<file path="config.mk">
export PLATFORM = sky130hd
export DESIGN_NAME = dbg_seq_top
export DESIGN_NICKNAME = d
export VERILOG_FILES = /design/src/rtl/dbg_seq_pkg.sv /design/src/rtl/dbg_seq_qual.sv /design/src/rtl/dbg_seq_fdec.sv /design/src/rtl/dbg_seq_top.sv
export SDC_FILE = /design/constraint.sdc
export NUM_CORES = 1
export LEC_CHECK = 0
export ABC_AREA = 1
export BUFFER_PORTS_ARGS = -buffer_cell sky130_fd_sc_hd__buf_2
export CORE_AREA = 2 2 39 41
export CTS_CLUSTER_DIAMETER = 120
export DETAILED_ROUTE_END_ITERATION = 16
export DIE_AREA = 0 0 41 43
export GPL_ROUTABILITY_DRIVEN = 0
export PLACE_DENSITY = 0.65
export RECOVER_POWER = 25
export REMOVE_ABC_BUFFERS = 1
export SLEW_MARGIN = 20
export SYNTH_ARGS = -nofsm -noshare
export SYNTH_HDL_FRONTEND = slang
export SYNTH_SLANG_ARGS = --single-unit
</file>
<file path="constraint.sdc">
create_clock -name clk_i -period 1.9 [get_ports clk_i]
set_clock_uncertainty 0.1 [all_clocks]
set_input_delay 0 -clock clk_i [delete_from_list [all_inputs] [get_ports clk_i]]
set_output_delay 0 -clock clk_i [all_outputs]
set_load 0.02 [all_outputs]
</file>
<file path="src/rtl/dbg_seq_pkg.sv">
package dbg_seq_pkg;

    localparam int NCH   = 3;
    localparam int SEL_W = 3;
    localparam int ST_W  = 2;
    localparam int NFLD  = 2;

    typedef enum logic [ST_W-1:0] {
        ST_ONE   = 2'd0,
        ST_TWO   = 2'd1,
        ST_FINAL = 2'd2
    } seq_state_e;

    typedef enum logic [SEL_W-1:0] {
        SEL_OFF = 3'd0,
        SEL_M0  = 3'd1,
        SEL_M1  = 3'd2,
        SEL_M2  = 3'd3,
        SEL_RNG = 3'd4,
        SEL_ANY = 3'd5,
        SEL_ALT = 3'd6,
        SEL_RSV = 3'd7
    } sel_e;

    typedef enum logic [1:0] {
        LAST_NONE = 2'd0,
        LAST_A    = 2'd1,
        LAST_B    = 2'd2
    } last_e;

    // Qualified events after range-mode masking
    typedef struct packed {
        logic a;    // M0 strobe
        logic m1;   // M1 strobe, masked in range mode
        logic b;    // M2 strobe
        logic rng;  // range entry (M0 with range mode on)
        logic any;  // any enabled channel
    } ev_t;

endpackage

</file>
<file path="src/rtl/dbg_seq_qual.sv">
module dbg_seq_qual
    import dbg_seq_pkg::*;
(
    input  logic [NCH-1:0] match_i,
    input  logic           range_en_i,
    output ev_t            ev_o
);

    logic m1_q;

    always_comb begin
        m1_q      = match_i[1] & ~range_en_i;
        ev_o.a    = match_i[0];
        ev_o.m1   = m1_q;
        ev_o.b    = match_i[2];
        ev_o.rng  = match_i[0] & range_en_i;
        ev_o.any  = match_i[0] | m1_q | match_i[2];
    end

endmodule

</file>
<file path="src/rtl/dbg_seq_fdec.sv">
module dbg_seq_fdec
    import dbg_seq_pkg::*;
(
    input  logic [SEL_W-1:0] sel_i,
    input  ev_t              ev_i,
    output logic             hit_o,   // selected single event seen
    output logic             jump_o,  // any-event code fired
    output last_e            alt_o    // order-check event, A before B
);

    sel_e sel;

    always_comb begin
        sel    = sel_e'(sel_i);
        hit_o  = 1'b0;
        jump_o = 1'b0;
        alt_o  = LAST_NONE;
        unique case (sel)
            SEL_M0:  hit_o  = ev_i.a;
            SEL_M1:  hit_o  = ev_i.m1;
            SEL_M2:  hit_o  = ev_i.b;
            SEL_RNG: hit_o  = ev_i.rng;
            SEL_ANY: jump_o = ev_i.any;
            SEL_ALT: begin
                if (ev_i.a) begin
                    alt_o = LAST_A;
                end else if (ev_i.b) begin
                    alt_o = LAST_B;
                end
            end
            SEL_OFF, SEL_RSV: begin
                hit_o  = 1'b0;
                jump_o = 1'b0;
            end
            default: hit_o = 1'b0;
        endcase
    end

endmodule

</file>
<file path="src/rtl/dbg_seq_top.sv">
module dbg_seq_top
    import dbg_seq_pkg::*;
(
    input  logic             clk_i,
    input  logic             rst_ni,
    input  logic             arm_i,
    input  logic             range_en_i,
    input  logic [NCH-1:0]   match_i,
    input  logic [SEL_W-1:0] sel_s1_i,
    input  logic [SEL_W-1:0] sel_s2_i,
    output logic [ST_W-1:0]  state_o,
    output logic             trig_o
);

    seq_state_e state_q, state_d;
    last_e      last_q, last_d;
    logic       trig_q;
    ev_t        ev;

    logic [SEL_W-1:0] sel_arr [NFLD];
    logic             hit  [NFLD];
    logic             jump [NFLD];
    last_e            alt  [NFLD];

    assign sel_arr[0] = sel_s1_i;
    assign sel_arr[1] = sel_s2_i;

    dbg_seq_qual u_qual (
        .match_i    (match_i),
        .range_en_i (range_en_i),
        .ev_o       (ev)
    );

    for (genvar g = 0; g < NFLD; g++) begin : g_fld
        dbg_seq_fdec u_fdec (
            .sel_i  (sel_arr[g]),
            .ev_i   (ev),
            .hit_o  (hit[g]),
            .jump_o (jump[g]),
            .alt_o  (alt[g])
        );
    end

    // Next-state graph
    always_comb begin
        state_d = state_q;
        last_d  = last_q;
        if (!arm_i) begin
            state_d = ST_ONE;
            last_d  = LAST_NONE;
        end else begin
            unique case (state_q)
                ST_ONE: begin
                    if (jump[0]) begin
                        state_d = ST_FINAL;
                    end else if (hit[0]) begin
                        state_d = ST_TWO;
                    end else if (alt[0] != LAST_NONE) begin
                        state_d = ST_TWO;
                        last_d  = alt[0];
                    end
                end
                ST_TWO: begin
                    if (jump[1] || hit[1]) begin
                        state_d = ST_FINAL;
                    end else if (alt[1] != LAST_NONE) begin
                        if (alt[1] == last_q) begin
                            state_d = ST_FINAL;
                        end else begin
                            last_d = alt[1];
                        end
                    end
                end
                ST_FINAL: state_d = ST_FINAL;
                default:  state_d = ST_ONE;
            endcase
        end
    end

    // State register
    always_ff @(posedge clk_i or negedge rst_ni) begin
        if (!rst_ni) begin
            state_q <= ST_ONE;
            last_q  <= LAST_NONE;
        end else begin
            state_q <= state_d;
            last_q  <= last_d;
        end
    end

    // Output register
    always_ff @(posedge clk_i or negedge rst_ni) begin
        if (!rst_ni) begin
            trig_q <= 1'b0;
        end else begin
            trig_q <= (state_d == ST_FINAL) && (state_q != ST_FINAL);
        end
    end

    assign state_o = state_q;
    assign trig_o  = trig_q;

endmodule

</file>
==> results_tabular.tex <==
\begin{tabular}{lr}
\hline
Metric & Value \\
\hline
\multicolumn{2}{l}{\textbf{Final layout}} \\
\quad Share of cells above drive strength 1 & 28.9\% \\
\quad \# fillers & 156 \\
\quad Ant. Diodes & 0 \\
\quad Synthesis-to-layout area growth & 25.8\% \\
\quad Final net count & 128 \\
\quad Layout Utilization & 49.4\% \\
\quad Design Area, Final & 683 µm² \\
\multicolumn{2}{l}{\textbf{Routing}} \\
\quad Detail-routed net length per standard cell & 9.56 µm \\
\quad Count of antenna-violating nets left after detailed routing & 0 \\
\quad Total wirelength of the detailed-routed design & 1240 µm \\
\quad Via-per-instance ratio & 4.77 \\
\quad Drt first pass iters & 3 \\
\quad Remaining routing DRC violations & 0 \\
\quad Via count & 620 \\
\quad Number of DRC markers after the initial detailed-route iteration & 8 \\
\multicolumn{2}{l}{\textbf{Global routing}} \\
\quad Overall track demand over capacity in global routing & 16.5\% \\
\quad Initial antenna violation count & 0 \\
\quad Wire length of the first global-routing pass & 2060 µm \\
\quad Via count of the first global-routing pass & 572 \\
\quad Overflow left after global routing & 0 \\
\quad Pin count of the biggest net entering global routing & 7 \\
\multicolumn{2}{l}{\textbf{Timing}} \\
\quad Slack of the critical path & 0.663 ns \\
\quad Max-slew violation count & 0 \\
\quad Hold violation total from the final report & 0 \\
\quad Rel. slew slack & 81.7\% \\
\quad Unrepaired setup endpoints after global routing & false \\
\quad Portion of the clock cycle consumed by the worst path in the final layout & 65.1\% \\
\quad Final Hold Slack & 0.0514 ns \\
\quad Min Tclk post-route & 1.24 ns \\
\quad Tightest Pin Transition & 0.274 ns \\
\quad Final-layout setup total negative slack & 0 ns \\
\quad Final setup violating endpoints & 0 \\
\quad Top achievable clock speed & 809 MHz \\
\multicolumn{2}{l}{\textbf{Clock network}} \\
\quad Number of H-tree levels & 1 \\
\quad Max Buffers Root-to-Sink & 2 \\
\quad Clk pin slew, worst setup/hold paths & 0.04 ns \\
\quad Post-CTS resize count & 0 \\
\quad Clock latency on the worst-skew pair & 0.23 ns \\
\quad Post-CTS Hold Buffers & 2 \\
\quad Clock Sinks & 5 \\
\quad Number of buffers inserted to repair setup after CTS & 0 \\
\quad Clock Root Buffer & sky130\_fd\_sc\_hd\_\_clkbuf\_4 \\
\quad Number of buffers created by CTS & 3 \\
\quad CTS tree & done \\
\multicolumn{2}{l}{\textbf{Floorplan}} \\
\quad Floorplan die width & 41 µm \\
\quad Effective utilization at floorplan & 39.2\% \\
\quad Number of standard-cell rows in the floorplan & 14 \\
\quad Area of the die & 1760 µm² \\
\quad Core region area & 1380 µm² \\
\quad Ports & 16 \\
\quad Die height & 43 µm \\
\multicolumn{2}{l}{\textbf{Synthesis}} \\
\quad Count of synthesis-stage warnings from yosys & 0 \\
\quad Mapped Cells & 93 \\
\quad Cell types with the largest area share after synthesis & sky130\_fd\_sc\_hd\_\_dfrtp\_1 (23\%), sky130\_fd\_sc\_hd\_\_nand2\_1 (17\%), sky130\_fd\_sc\_hd\_\_inv\_1 (9.7\%) \\
\quad Portion of the post-synthesis area used by sequential elements & 23.0\% \\
\quad Netlist area before placement & 543 µm² \\
\quad Post-Synthesis Mean Instance Area & 5.84 µm² \\
\quad Proportion of netlist area held by the largest area contributor & 23.0\% \\
\quad Synthesized flop and latch total & 5 \\
\quad Cell variety after synth & 17 \\
\quad Post-synthesis cell type with the largest combined area & sky130\_fd\_sc\_hd\_\_dfrtp\_1 \\
\multicolumn{2}{l}{\textbf{Worst setup path}} \\
\quad Max FO, Critical Path & 6 \\
\quad Required time of the worst setup path & 1.92 ns \\
\quad Crit path launch type & flip-flop \\
\quad Worst Setup Path Type & reg -> reg \\
\quad Category of the worst setup path capture point & flip-flop \\
\quad Setup slack of the most critical reg-to-reg path & 0.66 ns \\
\quad Crit path arrival time & 1.26 ns \\
\multicolumn{2}{l}{\textbf{Place}} \\
\quad Cell Area, Placed & 638 µm² \\
\quad IO buf count & 15 \\
\quad Final HPWL DP & 1010 µm \\
\quad Pre-CTS WS & 0.671 ns \\
\multicolumn{2}{l}{\textbf{Min path}} \\
\quad Min-Delay Path Class & in -> async \\
\multicolumn{2}{l}{\textbf{Pwr}} \\
\quad Leakage power figure & 0.377 nW \\
\quad Worst vdd rail ir drop & 508 µV \\
\quad P per Cell Area & 615 nW/µm² \\
\multicolumn{2}{l}{\textbf{Job}} \\
\quad Max-cap check violation count & 0 \\
\multicolumn{2}{l}{\textbf{Outcome}} \\
\quad Run status & complete, no violations \\
\hline
\end{tabular}
[area by class of cell]
class                      count  area [µm²]  area share [%]
clock buffer                   4        26.3            3.85
inverter                      17        63.8            9.34
multi-input combinational     71         354            51.8
sequential                     5         125            18.3
tap                           16        20.0            2.93
timing repair buffer          17        93.8            13.7
[placed cells by master (no fill, tap or decap), types with 2 or more instances in the layout]
cell,n
sky130_fd_sc_hd__nor2_2,3
sky130_fd_sc_hd__clkbuf_4,3
sky130_fd_sc_hd__nand3_1,6
sky130_fd_sc_hd__nand4_1,3
sky130_fd_sc_hd__nor3_1,2
sky130_fd_sc_hd__nand3_2,4
sky130_fd_sc_hd__nor2_1,12
sky130_fd_sc_hd__clkbuf_1,2
sky130_fd_sc_hd__dlygate4sd3_1,2
sky130_fd_sc_hd__nand2_1,25
sky130_fd_sc_hd__buf_2,14
sky130_fd_sc_hd__dfrtp_1,5
sky130_fd_sc_hd__o21ai_0,3
sky130_fd_sc_hd__nand2_2,5
sky130_fd_sc_hd__a21oi_1,4
sky130_fd_sc_hd__inv_2,3
sky130_fd_sc_hd__inv_1,14
[worst max-delay path: stages, from the launching register on]
cell and delay (ns):
sky130_fd_sc_hd__dfrtp_1 0.43, sky130_fd_sc_hd__inv_1 0.08, sky130_fd_sc_hd__nor2_2 0.16, sky130_fd_sc_hd__nand2_1 0.08, sky130_fd_sc_hd__o211ai_1 0.11, sky130_fd_sc_hd__nor2_1 0.07, sky130_fd_sc_hd__nand2_1 0.06, sky130_fd_sc_hd__nand2_1 0.04
[registers in the layout (all words and copies together), names as in the netlist]
register and flops:
last_q 2, state_o 2, trig_o 1
[where the power goes]
part	total, mW	internal, mW	switching [mW]
Combinational	0.165	0.0607	0.104
Clock	0.119	0.0792	0.0401
Sequential	0.136	0.122	0.0141
[path summary, 6_finish.rpt]
check / start / endpoint / cells after the start
worst max-delay path: state_o[0] / last_q[1] / 7
min in group clk_i: match_i[0] / last_q[0] / 5
max in group asynchronous: rst_ni / state_o[0] / 2
worst min register to register: last_q[1] / last_q[1] / 2
worst max register to register: state_o[0] / last_q[1] / 7
worst min-delay path: rst_ni / last_q[0] / 2
[synthesized netlist by cell type (all sizes together)]
| library cell | n |
|---|---|
| nand2 | 30 |
| o211ai | 1 |
| nor3 | 2 |
| nor2 | 15 |
| nand4 | 3 |
| o21ai | 4 |
| a21oi | 4 |
| nand3b | 1 |
| o21bai | 1 |
| inv | 17 |
| nand3 | 10 |
| dfrtp | 5 |
[per-stage QoR]
step | std cells | power, mW
2_1_floorplan | 93 | 0.247
3_3_place_gp | 124 | 0.298
3_5_place_dp | 124 | 0.299
4_1_cts | 130 | 0.427
5_1_grt | 130 | 0.458
6_report | 130 | 0.420
[layer usage]
| metal | track usage (%) | vias up | share of wire, % |
|---|---|---|---|
| met3 | 3.14 | 0 | 3.5 |
| met2 | 27.8 | 9 | 48 |
| met4 | 4.00 | 0 | 0 |
| li1 | - | 339 | - |
| met1 | 20.5 | 272 | 48 |
| met5 | 0 | - | 0 |
[cells by family (layout without fill, tap and decap cells)]
kind of cell | after synthesis | in the layout | share of synthesized area (%)
and+or+nand+nor | 61 | 61 | 54.4
AOI/OAI and AO/OA | 10 | 10 | 10.8
DFF | 5 | 5 | 23.0
buffers and inverters | 17 | 38 | 11.8
Note: power is estimated with default switching activity, not from simulation.
